**config.mk**
```make
export PLATFORM = sky130hd
export DESIGN_NAME = wdog_kick_extender
export DESIGN_NICKNAME = d
export VERILOG_FILES = /design/src/rtl/wdk_pkg.sv /design/src/rtl/wdk_kick_edge.sv /design/src/rtl/wdk_ext_counter.sv /design/src/rtl/wdk_toggle_reg.sv /design/src/rtl/wdog_kick_extender.sv
export SDC_FILE = /design/constraint.sdc
export NUM_CORES = 1
export LEC_CHECK = 0
export ABC_CLOCK_PERIOD_IN_PS = 6120
export BUFFER_PORTS_ARGS = -buffer_cell sky130_fd_sc_hd__clkbuf_2
export CAP_MARGIN = 20
export CORE_MARGIN = 5
export CORE_UTILIZATION = 62
export DETAILED_ROUTE_END_ITERATION = 8
export PLACE_DENSITY = 0.81
export SYNTH_ARGS = -nofsm -noshare
export SYNTH_HDL_FRONTEND = slang
export SYNTH_SLANG_ARGS = --single-unit
```
**constraint.sdc**
```tcl
create_clock -name clk -period 6.12 [get_ports clk]
set_input_delay 0.918 -clock clk [delete_from_list [all_inputs] [get_ports clk]]
set_output_delay 0.918 -clock clk [all_outputs]
set_load 0.01 [all_outputs]
```
**src/rtl/wdk_pkg.sv**
```systemverilog
package wdk_pkg;

  // Strobes granted by one software change for a counter of width w
  function automatic int unsigned ext_span(input int unsigned w);
    return 32'd1 << (w - 1);
  endfunction

  // What the extension counter does on a given edge
  typedef enum logic [1:0] {
    EXT_HOLD   = 2'd0,
    EXT_COUNT  = 2'd1,
    EXT_RELOAD = 2'd2
  } ext_evt_e;

endpackage

```
**src/rtl/wdk_kick_edge.sv**
```systemverilog
module wdk_kick_edge (
  input  logic clk,
  input  logic rst_n,
  input  logic kick_in,
  output logic kick_chg
);

  logic kick_q;
  logic kick_d;
  logic kick_en;

  always_comb begin
    kick_en  = 1'b1;
    kick_d   = kick_in;
    kick_chg = kick_in ^ kick_q;
  end

  always_ff @(posedge clk or negedge rst_n) begin
    if (!rst_n) begin
      kick_q <= 1'b0;
    end else if (kick_en) begin
      kick_q <= kick_d;
    end
  end

endmodule

```
**src/rtl/wdk_ext_counter.sv**
```systemverilog
module wdk_ext_counter
  import wdk_pkg::*;
#(
  parameter int unsigned W = 14
) (
  input  logic         clk,
  input  logic         rst_n,
  input  logic         tick,
  input  logic         reload,
  output logic [W-1:0] cnt,
  output logic         active
);

  localparam int unsigned SPAN   = ext_span(W);
  localparam logic [W-1:0] SPAN_V = W'(SPAN);
  localparam logic [W-1:0] ONE_V  = W'(1);

  ext_evt_e     evt;
  logic [W-1:0] cnt_q;
  logic [W-1:0] cnt_d;
  logic         cnt_en;

  always_comb begin
    active = (cnt_q != '0);
    if (reload) begin
      evt = EXT_RELOAD;
    end else if (tick && active) begin
      evt = EXT_COUNT;
    end else begin
      evt = EXT_HOLD;
    end
  end

  always_comb begin
    cnt_en = 1'b0;
    cnt_d  = cnt_q;
    case (evt)
      EXT_RELOAD: begin
        cnt_en = 1'b1;
        cnt_d  = SPAN_V;
      end
      EXT_COUNT: begin
        cnt_en = 1'b1;
        cnt_d  = cnt_q - ONE_V;
      end
      default: begin
        cnt_en = 1'b0;
        cnt_d  = cnt_q;
      end
    endcase
  end

  always_ff @(posedge clk or negedge rst_n) begin
    if (!rst_n) begin
      cnt_q <= '0;
    end else if (cnt_en) begin
      cnt_q <= cnt_d;
    end
  end

  assign cnt = cnt_q;

endmodule

```
**src/rtl/wdk_toggle_reg.sv**
```systemverilog
module wdk_toggle_reg (
  input  logic clk,
  input  logic rst_n,
  input  logic tick,
  input  logic arm,
  output logic wdo
);

  logic tog_q;
  logic tog_d;
  logic tog_en;

  always_comb begin
    tog_en = tick & arm;
    tog_d  = ~tog_q;
  end

  always_ff @(posedge clk or negedge rst_n) begin
    if (!rst_n) begin
      tog_q <= 1'b0;
    end else if (tog_en) begin
      tog_q <= tog_d;
    end
  end

  assign wdo = tog_q;

endmodule

```
**src/rtl/wdog_kick_extender.sv**
```systemverilog
module wdog_kick_extender #(
  parameter int unsigned W = 14
) (
  input  logic clk,
  input  logic rst_n,
  input  logic tick_ms,
  input  logic kick_in,
  output logic wdo
);

  logic         kick_chg;
  logic [W-1:0] ext_cnt;
  logic         ext_active;
  logic         tog_arm;

  wdk_kick_edge u_edge (
    .clk      (clk),
    .rst_n    (rst_n),
    .kick_in  (kick_in),
    .kick_chg (kick_chg)
  );

  wdk_ext_counter #(.W(W)) u_cnt (
    .clk    (clk),
    .rst_n  (rst_n),
    .tick   (tick_ms),
    .reload (kick_chg),
    .cnt    (ext_cnt),
    .active (ext_active)
  );

  // A change on a strobe edge still earns a toggle
  assign tog_arm = ext_active | kick_chg;

  wdk_toggle_reg u_tog (
    .clk   (clk),
    .rst_n (rst_n),
    .tick  (tick_ms),
    .arm   (tog_arm),
    .wdo   (wdo)
  );

endmodule

```
==> metrics.md <==
| Metric | Value |
|---|---|
| Status | `complete, no violations` |
| Starting DRC count in detailed routing | `13` |
| Final setup fails | `0` |
| Tcrit/Tclk final | `35.8%` |
| P&R area growth vs syn | `5.61%` |
| PnR worst setup slack | `between 3 and 4 ns` |
| Cell area after synthesis | `936 sq um` |
| CP Capture Point | `u_cnt.cnt[7]$_DFFE_PN0P_` |
| Final wirelength | `around 1800 um` |
| Residual DRC | `0` |
| Post_cts resized | `0` |
| Reg2Reg Depth | `6` |
| Final-report hold violation count | `0` |
| FF+latch area | `around 400 sq um` |
| Nets | `roughly 110` |
| CTS H-tree depth | `1` |
| Synth unique cells | `33` |
| CTS buffer count | `3` |
| Ys async rst share | `100%` |
| Port bufs | `4` |
| Critical-path top delay cell | `or4b_1` |
| Synth Area in XOR/XNOR | `between 3 and 4%` |
| Share of layout cells above drive strength 1 | `roughly 17%` |
| Largest net degree at the start of global routing | `17` |
| Seq cells post-synth | `16` |
| Hold WC Path Type | `register to register` |
| Hold Startpoint | `u_tog.wdo$_DFFE_PN0P_` |
| Clk buf depth | `2` |
| MaxCap Viol Count | `0` |
| Vias in the first global route | `733` |
| Minimum clock period | `around 2.2 ns` |
| Initial DRT Pass Iterations | `4` |
| Critical Path Sink Type | `register` |
| Yosys warning total | `0` |
| Most common cell in the netlist | `dfrtp_1` |
| Top cell type's share of synthesized area | `42.8%` |
| Fmax | `0.456 GHz` |
| Slowest stage delay, CP | `~0.66 ns` |
| Count of hold-fix buffers inserted at cts | `0` |
| CTS tree | `built` |
| First-pass GRT wire length | `around 3400 um` |
| Core ar. | `between 1000 and 1500 sq um` |
| Worst R2R End | `u_cnt.cnt[7]$_DFFE_PN0P_` |
| Crit-path max FO | `8` |
| # fillers | `between 100 and 150` |
| Reg2reg setup slack | `~3.9 ns` |
| RR Startpoint | `u_cnt.cnt[0]$_DFFE_PN0P_` |
| Dominant synthesized flop cell | `dfrtp_1` |
| CP Depth | `6` |
| Via density | `roughly 6.6` |
| GRT Overall Usage | `between 10% and 20%` |
| Post-Synthesis Mean Instance Area | `slightly below 10 sq um` |
| Pre-CTS setup slack | `roughly 3.7 ns` |
| Die width | `around 50 um` |
| Ant. Diodes | `0` |
| Via Count | `a little under 800` |
| Skew-Pair Late Insertion Delay | `between 0.2 and 0.3 ns` |
| Initial antenna violation count | `0` |
| Mapped Nets | `about 100` |
| Post-synthesis compound-gate area fraction | `between 20% and 30%` |
| Gp weighted congestion | `approximately 0.8` |
| Initial core utilization | `63.6%` |
| P per Cell Area | `roughly 390 nW/um^2` |
| Clock-pin slew on the worst setup and hold paths | `~0.090 ns` |
| Die ar. | `about 2400 sq um` |
| Crit Path Category | `register to register` |
| RSZ-0062 raised after global routing | `false` |
| Crit path max-delay family | `simple AND/OR/NAND/NOR gates` |
| Mux cell area share after synthesis | `0%` |
| Post-route antenna net violation count | `0` |
| Post-synth top cells | `dfrtp_1 (16), a21oi_1 (12), nand2_1 (7), nor2_1 (7), o31ai_1 (7)` |
| Synth Area in Simple Gates | `around a quarter` |
| CP startpoint kind | `register` |
| Seq/Total Area, Yosys | `42.8%` |
| Root Buffer | `clkbuf_4` |
| Site Rows | `14` |
| Worst Path Arrival | `approximately 2.4 ns` |
| VDD IR max | `0.238 mV` |
| Largest family of logic cells by synthesized area | `simple AND/OR/NAND/NOR gates` |
| I/O Pins | `5` |
| Routed wire per std cell | `approximately 15 um` |
| Worst setup path start | `u_cnt.cnt[0]$_DFFE_PN0P_` |
| Post-route setup TNS | `0 ns` |
| Multi-input gate area | `between 500 and 600 sq um` |
| Slew headroom | `48.1%` |
| Placed insts | `~110` |
| Post-synth EDFFs | `0` |
| Crit path buf inv count | `1` |
| Clk sinks | `16` |
| CP cell instances | `inv_1 > ha_1 > or4b_1 > o41ai_4 > or4_1 > a21oi_1` |
| Clk_skew | `between 0.007 and 0.008 ns` |
| Final cell count without fillers | `approximately 120` |
| Leakage Power | `0.404 nW` |
| Die height | `just under 50 um` |
| DP HPWL | `between 1000 and 1500 um` |
| Worst-Margin Slew | `roughly 0.77 ns` |
| Main area contributors after synthesis | `dfrtp_1 (43%), a21oi_1 (6.4%), o31ai_1 (5.6%), or4_1 (4.0%), a2111oi_4 (2.9%)` |
| Area share of fa/ha/maj cells after synthesis | `~1.3%` |
| PnR Total Power | `about 0.38 mW` |
| Synth Instances | `between 90 and 100` |
| Required @ worst endpoint | `~6.3 ns` |
| Total grt overflow | `0` |
| Postcts setup bufs | `0` |
| Area leader, netlist | `dfrtp_1` |
| Max-slew violation count | `0` |
[routing by layer]
| layer | GRT usage (%) | vias to the layer above | share of wire (%) |
|---|---|---|---|
| met4 | 8.97 | 0 | 1.7 |
| li1 | - | 378 | - |
| met5 | 0 | - | 0 |
| met1 | 26.0 | 366 | 48 |
| met3 | 3.98 | 5 | 5.2 |
| met2 | 24.6 | 24 | 45 |
[how the worst min path moves through the flow]
stage,slack (ns),endpoint,depth (start not counted)
finish,0.49,u_tog.wdo$_DFFE_PN0P_,1
global placement,0.46,u_tog.wdo$_DFFE_PN0P_,1
floorplan,0.51,u_cnt.cnt[13]$_DFFE_PN0P_,1
CTS,0.49,u_tog.wdo$_DFFE_PN0P_,1
detailed placement,0.47,u_tog.wdo$_DFFE_PN0P_,1
global route,0.53,u_tog.wdo$_DFFE_PN0P_,1
[where the power goes]
part           internal [mW]  switching, mW
clock network         0.0229         0.0324
registers              0.131         0.0309
logic                 0.0676         0.0969
[area by class of cell]
| type | count | share of cell area, % |
|---|---|---|
| clock buffers | 3 | 2.28 |
| inverters | 4 | 1.52 |
| multi-input cells | 73 | 50.9 |
| flip-flops and latches | 16 | 40.5 |
| well taps | 16 | 2.03 |
| repair buffers | 5 | 2.78 |
[cell families (layout without fill, tap and decap cells)]
logic type | after synthesis | after routing
xor+xnor | 4 | 4
compound gates | 28 | 28
fa+ha+maj | 1 | 1
buf+inv | 7 | 12
flops | 16 | 16
simple gates | 40 | 40
[through the flow]
| stage | hold WS (ns) | util (%) | area [sq um] |
|---|---|---|---|
| CTS | 0.486 | 66.7 | 981 |
| floorplan | 0.506 | - | 936 |
| global route | 0.527 | 67.2 | 988 |
| detailed placement | 0.469 | 65.1 | 958 |
| global placement | 0.465 | 65.1 | 958 |
| finish | 0.489 | 67.2 | 988 |
[worst reg2reg max path: stages, from the launching register on]
cell	delay, ns
dfrtp_1	0.42
inv_1	0.09
ha_1	0.22
or4b_1	0.66
o41ai_4	0.45
or4_1	0.18
a21oi_1	0.06
[registers in the layout, summed over array words and instances, names as in the netlist]
register	count
u_cnt.cnt	14
u_edge.kick_q	1
u_tog.wdo	1
[cells in the final DEF, fill, tap and decap left out, types with 2 or more instances in the layout]
| master | synthesis | final |
|---|---|---|
| dfrtp_1 | 16 | 16 |
| a21oi_1 | 12 | 12 |
| o31ai_1 | 7 | 7 |
| nand2_1 | 7 | 7 |
| nor2_1 | 7 | 7 |
| nor3_1 | 5 | 5 |
| or4_1 | 5 | 5 |
| inv_1 | 4 | 4 |
| clkbuf_2 | 0 | 4 |
| xnor2_1 | 3 | 3 |
| clkbuf_4 | 0 | 3 |
| or3_1 | 2 | 2 |
| or3_2 | 2 | 2 |
| nor4_1 | 2 | 2 |
| nor3b_1 | 2 | 2 |
| a31o_2 | 2 | 2 |
(Power assumes the default switching activity.)
